===== config.mk =====
export PLATFORM = sky130hd
export DESIGN_NAME = perfctr_bank
export DESIGN_NICKNAME = d
export VERILOG_FILES = /design/src/rtl/perfctr_pkg.sv /design/src/rtl/perfctr_evsel.sv /design/src/rtl/perfctr_counter.sv /design/src/rtl/perfctr_regif.sv /design/src/rtl/perfctr_bank.sv
export SDC_FILE = /design/constraint.sdc
export NUM_CORES = 1
export LEC_CHECK = 0
export BUFFER_PORTS_ARGS = -buffer_cell sky130_fd_sc_hd__buf_2
export CAP_MARGIN = 0
export CORE_ASPECT_RATIO = 0.6
export CORE_MARGIN = 10
export CORE_UTILIZATION = 54
export CTS_CLUSTER_SIZE = 40
export DETAILED_ROUTE_END_ITERATION = 7
export GPL_ROUTABILITY_DRIVEN = 1
export PLACE_DENSITY = 0.84
export SLEW_MARGIN = 10
export SYNTH_ARGS = -nofsm -noshare
export SYNTH_HDL_FRONTEND = slang
export SYNTH_SLANG_ARGS = --single-unit

===== constraint.sdc =====
create_clock -name clk -period 2.75 [get_ports clk]
set_clock_uncertainty 0.2 [all_clocks]
set_input_delay 0.1375 -clock clk [delete_from_list [all_inputs] [get_ports clk]]
set_output_delay 0.1375 -clock clk [all_outputs]
set_load 0.05 [all_outputs]

===== src/rtl/perfctr_pkg.sv =====
package perfctr_pkg;

    localparam int ADDR_W  = 12;
    localparam int WDATA_W = 32;
    localparam int RDATA_W = 64;
    localparam int CODE_W  = 8;
    localparam int EN_BIT  = 22;

    localparam logic [ADDR_W-1:0] CAP_ADDR = 12'h0C0;
    localparam logic [ADDR_W-1:0] CTR_BASE = 12'h0C1;
    localparam logic [ADDR_W-1:0] SEL_BASE = 12'h186;

    typedef enum logic [1:0] {
        RK_NONE,
        RK_CAP,
        RK_CTR,
        RK_SEL
    } regkind_t;

    typedef struct packed {
        logic              en;
        logic [CODE_W-1:0] code;
    } evsel_t;

    function automatic logic [RDATA_W-1:0] sel_to_word(input evsel_t s);
        logic [RDATA_W-1:0] w;
        w             = '0;
        w[CODE_W-1:0] = s.code;
        w[EN_BIT]     = s.en;
        return w;
    endfunction

    function automatic logic [RDATA_W-1:0] cap_word(input int ver, input int pairs, input int width);
        logic [RDATA_W-1:0] w;
        w        = '0;
        w[7:0]   = 8'(ver);
        w[15:8]  = 8'(pairs);
        w[23:16] = 8'(width);
        return w;
    endfunction

endpackage


===== src/rtl/perfctr_evsel.sv =====
module perfctr_evsel
    import perfctr_pkg::*;
#(
    parameter int NUM_EVT = 8
) (
    input  logic              clk,
    input  logic              rst,
    input  logic              wr,
    input  logic [CODE_W-1:0] code_in,
    input  logic              en_in,
    input  logic [NUM_EVT-1:0] evt,
    output evsel_t            sel_q,
    output logic              hit
);

    always_ff @(posedge clk) begin
        if (rst) begin
            sel_q <= '0;
        end else if (wr) begin
            sel_q.code <= code_in;
            sel_q.en   <= en_in;
        end
    end

    always_comb begin
        hit = 1'b0;
        for (int j = 0; j < NUM_EVT; j++) begin
            if (sel_q.code == CODE_W'(j)) hit = evt[j];
        end
        hit = hit & sel_q.en;
    end


    sel_load_chk: assert property (@(posedge clk) disable iff (rst)
        wr |=> (sel_q.code == $past(code_in)) && (sel_q.en == $past(en_in)));


    sel_reset_chk: assert property (@(posedge clk)
        rst |=> (sel_q == '0));

endmodule


===== src/rtl/perfctr_counter.sv =====
module perfctr_counter #(
    parameter int CTR_W = 40,
    localparam int LOW_W = (CTR_W > 32) ? 32 : CTR_W
) (
    input  logic             clk,
    input  logic             rst,
    input  logic             wr,
    input  logic [LOW_W-1:0] wdat,
    input  logic             hit,
    output logic [CTR_W-1:0] cnt
);

    logic [CTR_W-1:0] wval;

    generate
        if (CTR_W > 32) begin : g_keep_high
            assign wval = {cnt[CTR_W-1:32], wdat};
        end else begin : g_full
            assign wval = wdat;
        end
    endgenerate

    always_ff @(posedge clk) begin
        if (rst) begin
            cnt <= '0;
        end else if (wr) begin
            cnt <= wval;
        end else if (hit) begin
            cnt <= cnt + CTR_W'(1);
        end
    end


    step_chk: assert property (@(posedge clk) disable iff (rst)
        (hit && !wr) |=> (cnt == $past(cnt) + CTR_W'(1)));


    wr_win_chk: assert property (@(posedge clk) disable iff (rst)
        wr |=> (cnt[LOW_W-1:0] == $past(wdat)));


    idle_hold_chk: assert property (@(posedge clk) disable iff (rst)
        (!hit && !wr) |=> $stable(cnt));

endmodule


===== src/rtl/perfctr_regif.sv =====
module perfctr_regif
    import perfctr_pkg::*;
#(
    parameter int NUM_CTR = 4,
    parameter int CTR_W   = 40,
    parameter int VERSION = 1,
    localparam int IDX_W  = (NUM_CTR > 1) ? $clog2(NUM_CTR) : 1
) (
    input  logic                            clk,
    input  logic                            rst,
    input  logic                            wr_en,
    input  logic                            rd_en,
    input  logic [ADDR_W-1:0]               addr,
    input  logic [NUM_CTR-1:0][CTR_W-1:0]   ctr_q,
    input  evsel_t [NUM_CTR-1:0]            sel_q,
    output logic [NUM_CTR-1:0]              ctr_wr,
    output logic [NUM_CTR-1:0]              sel_wr,
    output logic [RDATA_W-1:0]              rdata
);

    regkind_t          kind;
    logic [IDX_W-1:0]  idx;
    logic [RDATA_W-1:0] rd_mux;

    always_comb begin
        kind = RK_NONE;
        idx  = '0;
        if (addr == CAP_ADDR) begin
            kind = RK_CAP;
        end else if (32'(addr) >= 32'(CTR_BASE) &&
                     32'(addr) <  32'(CTR_BASE) + 32'(NUM_CTR)) begin
            kind = RK_CTR;
            idx  = IDX_W'(addr - CTR_BASE);
        end else if (32'(addr) >= 32'(SEL_BASE) &&
                     32'(addr) <  32'(SEL_BASE) + 32'(NUM_CTR)) begin
            kind = RK_SEL;
            idx  = IDX_W'(addr - SEL_BASE);
        end
    end

    generate
        for (genvar i = 0; i < NUM_CTR; i++) begin : g_dec
            assign ctr_wr[i] = wr_en && (kind == RK_CTR) && (idx == IDX_W'(i));
            assign sel_wr[i] = wr_en && (kind == RK_SEL) && (idx == IDX_W'(i));
        end
    endgenerate

    always_comb begin
        case (kind)
            RK_CAP:  rd_mux = cap_word(VERSION, NUM_CTR, CTR_W);
            RK_CTR:  rd_mux = RDATA_W'(ctr_q[idx]);
            RK_SEL:  rd_mux = sel_to_word(sel_q[idx]);
            default: rd_mux = '0;
        endcase
    end

    always_ff @(posedge clk) begin
        if (rst) begin
            rdata <= '0;
        end else if (rd_en) begin
            rdata <= rd_mux;
        end
    end


    unmapped_zero_chk: assert property (@(posedge clk) disable iff (rst)
        (rd_en && kind == RK_NONE) |=> (rdata == '0));


    rd_hold_chk: assert property (@(posedge clk) disable iff (rst)
        !rd_en |=> $stable(rdata));


    one_target_chk: assert property (@(posedge clk) disable iff (rst)
        $onehot0({ctr_wr, sel_wr}));


    rd_reset_chk: assert property (@(posedge clk)
        rst |=> (rdata == '0));

endmodule


===== src/rtl/perfctr_bank.sv =====
module perfctr_bank
    import perfctr_pkg::*;
#(
    parameter int NUM_CTR = 4,
    parameter int CTR_W   = 40,
    parameter int NUM_EVT = 8,
    parameter int VERSION = 1,
    localparam int LOW_W  = (CTR_W > 32) ? 32 : CTR_W
) (
    input  logic               clk,
    input  logic               rst,
    input  logic [NUM_EVT-1:0] evt,
    input  logic               wr_en,
    input  logic               rd_en,
    input  logic [11:0]        addr,
    input  logic [31:0]        wdata,
    output logic [63:0]        rdata
);

    logic [NUM_CTR-1:0][CTR_W-1:0] ctr_q;
    evsel_t [NUM_CTR-1:0]          sel_q;
    logic [NUM_CTR-1:0]            ctr_wr;
    logic [NUM_CTR-1:0]            sel_wr;
    logic [NUM_CTR-1:0]            hit;

    perfctr_regif #(
        .NUM_CTR (NUM_CTR),
        .CTR_W   (CTR_W),
        .VERSION (VERSION)
    ) u_regif (
        .clk    (clk),
        .rst    (rst),
        .wr_en  (wr_en),
        .rd_en  (rd_en),
        .addr   (addr),
        .ctr_q  (ctr_q),
        .sel_q  (sel_q),
        .ctr_wr (ctr_wr),
        .sel_wr (sel_wr),
        .rdata  (rdata)
    );

    generate
        for (genvar i = 0; i < NUM_CTR; i++) begin : g_pair
            perfctr_evsel #(
                .NUM_EVT (NUM_EVT)
            ) u_sel (
                .clk     (clk),
                .rst     (rst),
                .wr      (sel_wr[i]),
                .code_in (wdata[CODE_W-1:0]),
                .en_in   (wdata[EN_BIT]),
                .evt     (evt),
                .sel_q   (sel_q[i]),
                .hit     (hit[i])
            );

            perfctr_counter #(
                .CTR_W (CTR_W)
            ) u_ctr (
                .clk  (clk),
                .rst  (rst),
                .wr   (ctr_wr[i]),
                .wdat (wdata[LOW_W-1:0]),
                .hit  (hit[i]),
                .cnt  (ctr_q[i])
            );
        end
    endgenerate

endmodule


Word level (Yosys, flattened, before mapping)
Index checks and enable logic that the tools add are counted.

Flip-flop bits (word level): 260. Latch bits: 0. Bits in writable memories: 0. Bits in read-only memories: 0. Output and inout port bits: 64. Logic and storage cells: 147. Memories: 0.

Add/subtract/negate cells: 6. Multipliers: 0. Div/mod/pow operators: 0. Magnitude comparators: 5. Equal/unequal tests: 35. Shift-type cells: 0. Mux-type cells: 51. Bitwise logic cells: 8. Reduce and logical (&&, ||, !) cells: 25.

Operators by type and width (count): $mux W32 (8); $add A40 B1 Y40 const B (4); $eq A8 B3 Y1 const B (16); $pmux W40 S3 (1); $bmux W40 S2 (1); $eq A8 B2 Y1 const B (8); $mux W40 (1); $eq A8 B1 Y1 const B (4); $logic_not A8 Y1 (4); $mux W1 (32); $bmux W9 S2 (1); $eq A12 B8 Y1 const B (1); $ge A12 B8 Y1 const B (1); $ge A12 B9 Y1 const B (1); $logic_and A1 B1 Y1 (12); $lt A12 B8 Y1 const B (1); $lt A12 B9 Y1 const B (1); $mux W2 (6); $mux W9 (1); $eq A2 B2 Y1 const B (4); $reduce_and A2 Y1 (4); $reduce_bool A2 Y1 (4); $and A1 B1 Y1 (4); $eq A2 B1 Y1 const B (2); other kinds (5) (8).

Longest topological paths before layout
Gate-level depths: netlist (run 1).

Word-level depth: 12. Mapped depth: 14.

Hierarchy
Synthesis (run 1) repeated with hierarchy kept, for this count alone.

Cells, all modules: 1632. Area, all modules: 13504.2 um^2.

Modules (own cells, without submodules): perfctr_counter (instances 4, cells an instance 276, area each 2178.3 um^2, sequential area each 800.8 um^2); perfctr_regif (instances 1, cells an instance 368, area each 3134.3 um^2, sequential area each 800.8 um^2); perfctr_evsel (instances 4, cells an instance 40, area each 414.1 um^2, sequential area each 180.2 um^2).

Worst setup path after synthesis (run 1)
Ideal clock, no wire load.

Path type: in2reg. Start: input port addr[0]. End: register u_regif.rdata[1]. Setup time: 0.127 ns. Arrival: 2.486 ns. Data required time: 2.423 ns. Setup slack: -0.063 ns. Stages on the path: 12. Path buffers: 3. Cells stage by stage: clkbuf_1 > inv_1 > ha_1 > nand2b_1 > and2_1 > clkbuf_1 > a41o_1 > nand2_1 > clkbuf_1 > mux2i_1 > o22ai_1 > or3_1.

Word-level cells in the longest chain between the ends: 8.

RTL lines: start, declared (RTL line perfctr_bank.sv:15) `input logic [11:0] addr,`; $ge A12 B9 Y1 / $lt A12 B9 Y1 (equally long branches) (RTL line perfctr_regif.sv:34, perfctr_regif.sv:35); $logic_and A1 B1 Y1 (RTL line perfctr_regif.sv:34) `end else if (32'(addr) >= 32'(SEL_BASE) &&`; $mux W2 (RTL line perfctr_regif.sv:34); $mux W2 (RTL line perfctr_regif.sv:30) `end else if (32'(addr) >= 32'(CTR_BASE) &&`; $mux W2 (RTL line perfctr_regif.sv:28) `if (addr == CAP_ADDR) begin`; $bmux W9 S2 / $bmux W40 S2 (equally long branches) (RTL line perfctr_regif.sv:52, perfctr_regif.sv:51); $mux W9 (not written as such) / $mux W40 (equally long branches) (RTL line perfctr_regif.sv:52, perfctr_regif.sv:51); $pmux W40 S3 (*) (RTL line perfctr_regif.sv:49) `case (kind)`; end signal, assigned (RTL line perfctr_regif.sv:61) `rdata <= rd_mux;`; end, declared (RTL line perfctr_regif.sv:18) `output logic [RDATA_W-1:0] rdata`.

Mark *: on every way between the ends. The rest lies on a longest branch, timed or not. The select of a mux whose other input is x is not followed. A chain may end at the register's enable or synchronous reset.

Worst setup path in the final report (run 1)
Start: register, netlist name g_pair[0].u_sel.sel_q[1]. End: register g_pair[0].u_ctr.cnt[39].

Word-level cells in the longest chain between the ends: 11.

RTL lines: $logic_not A8 Y1 (RTL line perfctr_evsel.sv:28) `if (sel_q.code == CODE_W'(j)) hit = evt[j];`; $mux W1 (7 in series) (RTL line perfctr_evsel.sv:28); $mux W1 (*) (RTL line perfctr_evsel.sv:28); $and A1 B1 Y1 (*) (RTL line perfctr_evsel.sv:30) `hit = hit & sel_q.en;`; $reduce_and A2 Y1 (no source line) (*); end signal, assigned (RTL line perfctr_counter.sv:27) `cnt <= wval;`; end signal, assigned (RTL line perfctr_counter.sv:29) `cnt <= cnt + CTR_W'(1);`; end, declared (RTL line perfctr_counter.sv:10) `output logic [CTR_W-1:0] cnt`.

Mark *: on every way between the ends. The rest lies on a longest branch, timed or not.

==> results of run 1 <==
==> power by group through the flow <==
stage	Clock [uW]	Sequential, uW	Combinational (uW)
floorplan	0	3500	216
global placement	0	3500	314
detailed placement	0	3500	317
CTS	3220	3420	354
global route	3350	3420	382
finish	3220	3420	367
==> through the flow <==
step | hold WS, ns | util, % | setup slack (ns) | TNS, ns
final | 0.0707 | 64.9 | 0.0507 | 0
after global routing | 0.0979 | 64.9 | -0.0358 | -0.0694
after CTS | 0.0495 | 64.4 | 0.0502 | 0
after detailed placement | 0.242 | 59.8 | -0.0702 | -0.193
after global placement | 0.241 | 59.8 | 0.0389 | 0
after floorplan | 0.108 | - | 0.0102 | 0
==> cells in the final DEF (no fill, tap or decap), types with 4 or more instances in the layout <==
cell type      netlist  layout
o22ai_1              9       9
clkbuf_1            65       5
buf_4               28     100
xor2_1              83      83
ha_1                 7       7
conb_1               1      24
clkbuf_8             0       4
xnor2_1             66      66
or3_1               18      18
dlygate4sd3_1        0      35
nor3_2               7       7
clkbuf_16            0      23
a211oi_1           123     123
nor3_1              30      29
and3_1              33      31
o21ai_0             14      14
buf_2               19      94
nand3_1             67      64
nand2_1            184     183
nor4_1              12       9
and2_1               7       5
nand4_1             47      47
nor2_2               2       4
dfxtp_1            236     231
buf_12               0       9
dfxtp_2              0       5
nand3b_1             4       4
nand2b_1             8       8
a21oi_1             56      56
o221ai_1            28      28
and4_1              19      18
mux2i_1             96      96
nor2_1             195     192
nor4_2               3       5
inv_1               21      21
mux4_2               6       6
==> worst paths after layout <==
kind / cells past startpoint / end / startpoint / slack (ns)
worst max-delay path: 6 / g_pair[0].u_ctr.cnt[39]$_SDFFE_PP0P_ / g_pair[0].u_sel.sel_q[1]$_SDFFE_PP0P_ / 0.05
worst min-delay path: 6 / g_pair[2].u_sel.sel_q[2]$_SDFFE_PP0P_ / wr_en / 0.07
worst max register to register: 6 / g_pair[0].u_ctr.cnt[39]$_SDFFE_PP0P_ / g_pair[0].u_sel.sel_q[1]$_SDFFE_PP0P_ / 0.05
worst min register to register: 2 / u_regif.rdata[23]$_SDFFE_PP0P_ / u_regif.rdata[23]$_SDFFE_PP0P_ / 0.26
==> per-layer routing <==
metal	share of wire [%]	GRT usage (%)	vias to the layer above
met5	0	0	-
met2	42	39.8	777
li1	-	-	5917
met4	3.0	7.54	0
met3	12	6.03	115
met1	42	37.7	6142
==> sequential cells by signal, indices dropped and copies added (netlist names) <==
register	cells
g_pair.u_sel.sel_q	36
g_pair.u_ctr.cnt	160
u_regif.rdata	40
==> layout make-up <==
cell class / instances / area, um2 / area share (%)
clock buffers: 32 / 649 / 4.17
clock inverters: 7 / 90.1 / 0.578
inverters: 21 / 78.8 / 0.506
multi-input cells: 1210 / 7870 / 50.5
flip-flops and latches: 236 / 4730 / 30.4
well taps: 322 / 403 / 2.59
repair buffers: 239 / 1760 / 11.3
==> worst max-delay path, cell delays in order, from the launching register on <==
cell,delay (ns)
dfxtp_1,0.37
mux4_2,0.37
mux2i_2,0.07
buf_4,0.17
or4b_1,0.74
or4_1,0.54
a21oi_1,0.15
==> kinds of logic after synthesis <==
family,count (synthesis),share of synthesized area (%)
fa+ha+maj,7,0.669
mux,105,8.65
flops,236,36.1
buf+inv,148,5.31
compound gates,261,14.2
simple gates,664,25.0
other cells,1,0.0286
xor+xnor,149,9.97
==> repair_timing <==
| action | CTS | global route |
|---|---|---|
| hold buffers | 35 | 0 |
| endpoints found under the hold margin | 168 | 0 |
| gates resized for setup | 4 | 20 |
| pin swaps | 1 | 4 |
| endpoints found under the setup margin | 5 | 46 |
| setup buffers | 1 | 5 |
==> impl_metrics.json, run 1 <==
{
  "required_ns": 3.00,
  "ys.flop_type": "dfxtp_1",
  "p_switching_uw": 1650,
  "leakage_uw": 0.00569,
  "hp-class": "primary input to flip-flop",
  "dpl.hpwl_um": 31300,
  "finalSetupViolCount": 0,
  "clk_pin_slew_worst_paths_ns": 0.07,
  "nFillCells": 1999,
  "clock_power_share_pct": 45.9,
  "max_slew_margin_pct": 36.4,
  "hold_viol": 0,
  "placed_cell_area_um2": 14300,
  "portBuffers": 95,
  "synth_common_cells": "236 x dfxtp_1, 195 x nor2_1, 184 x nand2_1",
  "core-area_um2": 24000,
  "cts_buffers": 22,
  "rows": 44,
  "fin_cells": 2067,
  "synth_top_area_cell": "dfxtp_1",
  "post-route-period-util_pct": 98.2,
  "power_density_nw_per_um2": 449,
  "place.gp.congestion": 0.956,
  "die_area_um2": 31100,
  "synth-seq-cells": 236,
  "cts_tree": "built",
  "grt_max_degree": 165,
  "final_nets": 1793,
  "routedWlPerCell_um": 21.3,
  "synth.most_common_cell": "dfxtp_1",
  "clockBufferDepth": 3,
  "first_pass_iters": 6,
  "ys_seq_area_share_pct": 36.1,
  "clock-root-buffer": "clkbuf_16",
  "synth_area_um2": 13100,
  "antenna_cells": 0,
  "htreeDepth": 1,
  "max_freq_mhz": 370,
  "postSynthCellCount": 1571,
  "worstMarginPinSlew_ns": 0.946,
  "synthDistinctLibCells": 71,
  "drive_gt1_share_pct": 17.3,
  "setup.worst_path.start_class": "flip-flop",
  "peakVddDrop_v": 0.000387,
  "cp_data_arrival_time_ns": 2.95,
  "numPlacedInstances": 1987,
  "synth_edf_count": 0,
  "clk_latency_ns": 0.54,
  "max_cap_viol_count": 0,
  "start_util_pct": 54.5,
  "yosys.area.top_type_share_pct": 36.1,
  "clkSinkCount": 236,
  "antenna_found_initial": 0,
  "switching_share_pct": 23.6,
  "async_flop_share_pct": 0,
  "grt.total_usage_pct": 26.7,
  "period_needed_ns": 2.70,
  "final_area_um2": 15600,
  "ant_nets": 0,
  "drv_slew": 0,
  "internal_power_uw": 5350,
  "viasPerCell": 6.27,
  "die_width_um": 221,
  "status": "complete, no violations",
  "io-pin-count": 120,
  "wirelength_um": 44000,
  "synth_area_leaders": "dfxtp_1 36%, mux2i_1 7.3%, a211oi_1 7.1%",
  "die_y_um": 141,
  "power_frac_comb_pct": 5.2,
  "syn_to_final_growth_pct": 19.0,
  "drc": 0,
  "finalPower_uw": 7000,
  "yosys_warnings": 0,
  "endpoint_kind": "flip-flop",
  "grt_pass1_vias": 12200,
  "avgSynthCellArea_um2": 8.33,
  "vias": 13000,
  "critPathMaxFanout": 7,
  "critPathKind": "flip-flop to flip-flop",
  "pwr-share-seq_pct": 48.8,
  "drtIter0Drc": 1743,
  "gr-total-overflow": 0,
  "grt_pass1_wl_um": 68500
}
Note: power is estimated with default switching activity, not from simulation.
==> run 2: changes to the inputs <==
- CORE_UTILIZATION: 54 -> 55
- MAX_ROUTING_LAYER: unset -> met4
- PLACE_DENSITY: 0.84 -> 0.83
- SYNTH_HIERARCHICAL: unset -> 1
- clock period: 2.75 -> 3.2 ns (I/O delays scaled with it)
==> impl_metrics.json, run 2 <==
{
  "peakVddDrop_v": 0.000421,
  "worst_slack_ns": 0.0646,
  "die_area_um2": 31400,
  "viasPerCell": 6.57,
  "start_util_pct": 55.9,
  "hold-path-cell-count": 5,
  "grt_pass1_vias": 12300,
  "synth_area_um2": 13500,
  "critPathKind": "flip-flop to flip-flop",
  "ys.flop_type": "dfxtp_1",
  "cts_tree": "built",
  "synthDistinctLibCells": 73,
  "gr-usage-met1_pct": 43.9,
  "reg2regPathDepth": 8,
  "syn_to_final_growth_pct": 16.3,
  "setup.worst_path.start_class": "flip-flop",
  "grt_busiest_layer": "met1",
  "status": "complete, no violations",
  "synth_top_area_cell": "dfxtp_1",
  "place.gp.congestion": 1.05,
  "drc": 0,
  "die_y_um": 141,
  "ys_seq_area_share_pct": 35.0,
  "synth_common_cells": "236 x dfxtp_1, 178 x nor2_1, 154 x nand2_1",
  "yosys_warnings": 6,
  "synth_area_leaders": "dfxtp_1 35%, nor2_1 4.9%, xnor2_1 4.9%",
  "max_freq_mhz": 319,
  "async_flop_share_pct": 0,
  "drv_slew": 0,
  "period_needed_ns": 3.14,
  "rows": 44,
  "htreeDepth": 1,
  "nFillCells": 2013,
  "clock-root-buffer": "clkbuf_16",
  "regMostFlops": "g_pair.u_ctr/cnt",
  "antenna_found_initial": 1,
  "grt_pass1_wl_um": 74500,
  "wirelength_um": 49500,
  "layout_commonest_cell": "dfxtp_1",
  "postSynthCellCount": 1632,
  "path_cells": "nor2_1, mux4_2, nor3_2, buf_12, nand2_1, or3_1, or4_1, a311oi_1",
  "drtIter0Drc": 2072,
  "endpoint_kind": "flip-flop",
  "io-pin-count": 120,
  "clkSinkCount": 236,
  "synth.most_common_cell": "dfxtp_1",
  "yosys.area.top_type_share_pct": 35.0,
  "required_ns": 3.45,
  "cp_data_arrival_time_ns": 3.38,
  "cp_slowest_cell": "or4_1",
  "finalPower_uw": 6560,
  "post-route-period-util_pct": 98.0,
  "core-area_um2": 24200,
  "dpl.hpwl_um": 36200,
  "portBuffers": 95,
  "worstMarginPinSlew_ns": 1.18,
  "gr-total-overflow": 0,
  "power_density_nw_per_um2": 418,
  "reg_top3": "g_pair.u_ctr/cnt: 160 flops, u_regif/rdata: 40 flops, g_pair.u_sel/sel_q: 36 flops",
  "max_cap_viol_count": 0,
  "clk_pin_slew_worst_paths_ns": 0.07,
  "clockBufferDepth": 3,
  "synth_edf_count": 0,
  "grt_max_degree": 192,
  "hold_viol": 0,
  "synth-seq-cells": 236,
  "met2_usage_pct": 38.1,
  "final_nets": 1822,
  "largest_reg_flops": 160,
  "grt.total_usage_pct": 30.7,
  "vias": 13800,
  "met3_usage_pct": 13.6,
  "clk_latency_ns": 0.56,
  "hp-class": "primary input to flip-flop",
  "routedWlPerCell_um": 23.6,
  "first_pass_iters": 7,
  "pre_cts_ws_ns": -0.107,
  "finalSetupViolCount": 0,
  "critPathMaxFanout": 11,
  "grt_setup_unrepaired": "false",
  "cts_buffers": 25,
  "slowest_delay_ns": 0.55,
  "max_slew_margin_pct": 21.1,
  "layout_common_cells": "231 x dfxtp_1, 177 x nor2_1, 153 x nand2_1",
  "drive_gt1_share_pct": 16.5,
  "avgSynthCellArea_um2": 8.27,
  "leakage_uw": 0.00528,
  "ant_nets": 0,
  "die_width_um": 222
}
-- run 2: logic make-up after synthesis --
kind of cell             count (synthesis)  share of synthesized area [%]
other                                    1                         0.0278
buffers and inverters                  155                           6.08
flip-flops                             236                           35.0
XOR/XNOR                                92                           5.97
multiplexers                            68                           5.45
AND/OR/NAND/NOR                        676                           26.2
AO/OA/AOI/OAI                          396                           20.6
adder cells (fa/ha/maj)                  8                          0.741
-- run 2: layout make-up --
type                            instances  area [um2]  share of cell area (%)
Antenna cell                            2        5.00                  0.0319
Clock buffer                           32         702                    4.47
Clock inverter                         12         203                    1.29
Inverter                               23        90.1                   0.573
Multi-Input combinational cell       1264        8100                    51.5
Sequential cell                       236        4730                    30.1
Tap cell                              322         403                    2.56
Timing Repair Buffer                  208        1480                    9.42
-- run 2: final timing paths --
check                                             start                                    end  slack, ns
setup / recovery  g_pair[1].u_sel/sel_q[1]$_SDFFE_PP0P_   g_pair[1].u_ctr/cnt[29]$_SDFFE_PP0P_       0.06
hold / removal                                    wr_en  g_pair[2].u_sel/sel_q[8]$_SDFFE_PP0P_       0.15
setup reg to reg  g_pair[1].u_sel/sel_q[1]$_SDFFE_PP0P_   g_pair[1].u_ctr/cnt[29]$_SDFFE_PP0P_       0.06
hold reg to reg          u_regif/rdata[20]$_SDFFE_PP0P_         u_regif/rdata[20]$_SDFFE_PP0P_       0.24
-- run 2: where the power goes --
part,internal [uW],switching [uW]
logic,95.9,277
clock network,1960,1300
registers,2940,1.43
total,4990,1580
-- run 2: repair_timing --
action,CTS,global route
endpoints found under the hold margin,168,0
setup buffers,0,0
gates resized for setup,1,9
pin swaps,0,0
setup endpoints to repair,1,19
hold buffers,35,0
-- run 2: critical path, delay by kind of cell (launching register included) --
kind,cells,cell delay [ns]
AO/OA/AOI/OAI,1,0.25
buffers and inverters,1,0.19
flip-flops,1,0.44
multiplexers,1,0.49
AND/OR/NAND/NOR,5,1.45
-- run 2: layer usage --
layer  wire (um)  vias up
met3        8920      114
li1            -     6250
met1       21100     6460
met2       18300      968
met4        1200        0
met5           0        -
-- run 2: metrics by stage --
stage	hold slack [ns]	cells	TNS, ns	area, um2	util (%)
after floorplan	0.103	1655	0	13600	-
after global placement	0.230	2018	-0.0307	14400	59.7
after detailed placement	0.235	2018	-0.767	14400	59.7
after CTS	0.129	2097	0	15700	64.9
after global routing	0.164	2098	0	15700	65.0
final	0.154	2099	0	15700	65.0
==> run 3: changes to the inputs <==
- CELL_PAD_IN_SITES_DETAIL_PLACEMENT: unset -> 1
- CELL_PAD_IN_SITES_GLOBAL_PLACEMENT: unset -> 2
- CORE_UTILIZATION: 55 -> 39
- PLACE_DENSITY: 0.83 -> 0.93
==> impl_metrics.json, run 3 (synthesized netlist as in run 2, its figures left out) <==
{
  "first_pass_iters": 6,
  "endpoint_kind": "flip-flop",
  "pre_cts_ws_ns": -0.138,
  "cp_data_arrival_time_ns": 3.36,
  "hold_path_end": "u_regif/rdata[22]$_SDFFE_PP0P_",
  "power_density_nw_per_um2": 400,
  "htreeDepth": 1,
  "finalSetupViolCount": 0,
  "wirelength_um": 58000,
  "drc": 0,
  "max_freq_mhz": 322,
  "regArea_um2": 4730,
  "dpl.hpwl_um": 43100,
  "nFillCells": 4111,
  "drive_gt1_share_pct": 17.3,
  "antenna_cells": 0,
  "drtIter0Drc": 1676,
  "reg2regPathDepth": 8,
  "portBuffers": 95,
  "worst_slack_ns": 0.0981,
  "clkSinkCount": 236,
  "rrSetupSlack_ns": 0.1,
  "leakage_uw": 0.00532,
  "vias": 14100,
  "clockBufferDepth": 3,
  "layout_commonest_cell": "dfxtp_1",
  "cts_buffers": 25,
  "die_y_um": 164,
  "met3WireLength_um": 7920,
  "start_util_pct": 39.8,
  "io-pin-count": 120,
  "gr-total-overflow": 0,
  "critPathKind": "flip-flop to flip-flop",
  "post-route-period-util_pct": 96.9,
  "die_area_um2": 42700,
  "clk_latency_ns": 0.57,
  "grt_pass1_vias": 13700,
  "max_cap_viol_count": 0,
  "required_ns": 3.45,
  "largest_reg_flops": 160,
  "worstReg2RegEnd": "g_pair[1].u_ctr/cnt[29]$_SDFFE_PP0P_",
  "cts_setup_buffers": 0,
  "met2_length_um": 22700,
  "die_width_um": 260,
  "regMostFlops": "g_pair.u_ctr/cnt",
  "grt_max_degree": 172,
  "max_slew_margin_pct": 28.4,
  "reg_top3": "g_pair.u_ctr/cnt: 160 flops, u_regif/rdata: 40 flops, g_pair.u_sel/sel_q: 36 flops",
  "layout_common_cells": "231 x dfxtp_1, 177 x nor2_1, 153 x nand2_1",
  "ant_nets": 0,
  "syn_to_final_growth_pct": 17.9,
  "rows": 52,
  "drv_slew": 0,
  "grt_setup_unrepaired": "false",
  "clock-root-buffer": "clkbuf_16",
  "hp-class": "primary input to flip-flop",
  "reg2reg_from": "g_pair[1].u_sel/sel_q[1]$_SDFFE_PP0P_",
  "grt.total_usage_pct": 27.1,
  "routed.top_layer": "met4",
  "antenna_found_initial": 1,
  "worstMarginPinSlew_ns": 1.07,
  "core-area_um2": 33900,
  "place.gp.congestion": 0.997,
  "grt_pass1_wl_um": 86600,
  "critPathMaxFanout": 11,
  "setup.worst_path.start_class": "flip-flop",
  "clk_pin_slew_worst_paths_ns": 0.07,
  "routedWlPerCell_um": 25.8,
  "status": "complete, no violations",
  "multi_input_area_um2": 8110,
  "final_nets": 1835,
  "wl_met1_um": 26300,
  "viasPerCell": 6.25,
  "period_needed_ns": 3.10,
  "hold_viol": 0,
  "hold-path-cell-count": 4,
  "min_from": "addr[2]",
  "final.setup.tns_ns": 0,
  "cts_tree": "built",
  "peakVddDrop_v": 0.000308
}
==> run 3: final cells by class <==
cell class                 count  share of cell area [%]
multi-input combinational   1264                    50.9
timing repair buffer         221                    9.97
clock inverter                10                   0.526
clock buffer                  35                    4.67
sequential                   236                    29.7
inverter                      23                   0.566
tap                          459                    3.61
==> run 3: worst max path at each step <==
stage                                                from                                   end  slack [ns]  depth (start not counted)
floorplan                                         addr[0]  g_pair[1].u_ctr/cnt[39]$_SDFFE_PP0P_      0.0001                         15
global placement                                  addr[1]  g_pair[0].u_ctr/cnt[35]$_SDFFE_PP0P_       -0.08                         15
detailed placement                                addr[1]  g_pair[0].u_ctr/cnt[35]$_SDFFE_PP0P_       -0.14                         15
CTS                 g_pair[1].u_sel/sel_q[1]$_SDFFE_PP0P_  g_pair[1].u_ctr/cnt[29]$_SDFFE_PP0P_       0.002                          8
global route        g_pair[3].u_sel/sel_q[1]$_SDFFE_PP0P_  g_pair[3].u_ctr/cnt[28]$_SDFFE_PP0P_       0.004                          9
finish              g_pair[1].u_sel/sel_q[1]$_SDFFE_PP0P_  g_pair[1].u_ctr/cnt[29]$_SDFFE_PP0P_         0.1                          8
==> run 3: through the flow <==
| step | instance area, um2 | utilization, % | hold slack (ns) | total power, uW | cells |
|---|---|---|---|---|---|
| floorplan | 13600 | - | 0.103 | 3190 | 1655 |
| global placement | 14700 | 43.4 | 0.230 | 3340 | 2169 |
| detailed placement | 14700 | 43.4 | 0.240 | 3340 | 2169 |
| CTS | 15900 | 46.9 | 0.154 | 6360 | 2248 |
| global route | 15900 | 47.0 | 0.227 | 6520 | 2248 |
| finish | 15900 | 47.0 | 0.200 | 6360 | 2248 |
==> run 3: what timing repair did <==
item	CTS	global route
endpoints found under the hold margin	168	0
setup endpoints to repair	5	17
hold buffers	34	0
gates resized for setup	2	11
==> run 3: worst max-delay path: stages (launching register included) <==
cell and delay (ns):
dfxtp_2 0.39, mux2i_1 0.10, mux4_2 0.49, nor3_4 0.25, buf_12 0.18, nand2_1 0.12
or3_1 0.44, or4_1 0.54, a311oi_2 0.26
==> run 3: layer usage <==
| metal | GRT usage (%) | vias to the layer above |
|---|---|---|
| met5 | - | - |
| met4 | 4.82 | 0 |
| met3 | 10.0 | 80 |
| met2 | 35.8 | 683 |
| met1 | 38.3 | 7003 |
| li1 | - | 6286 |
==> run 3: where the power goes <==
part | switching (uW) | total (uW) | internal, uW
Combinational | 290 | 385 | 94.6
Sequential | 1.47 | 2940 | 2940
Clock | 1340 | 3040 | 1700
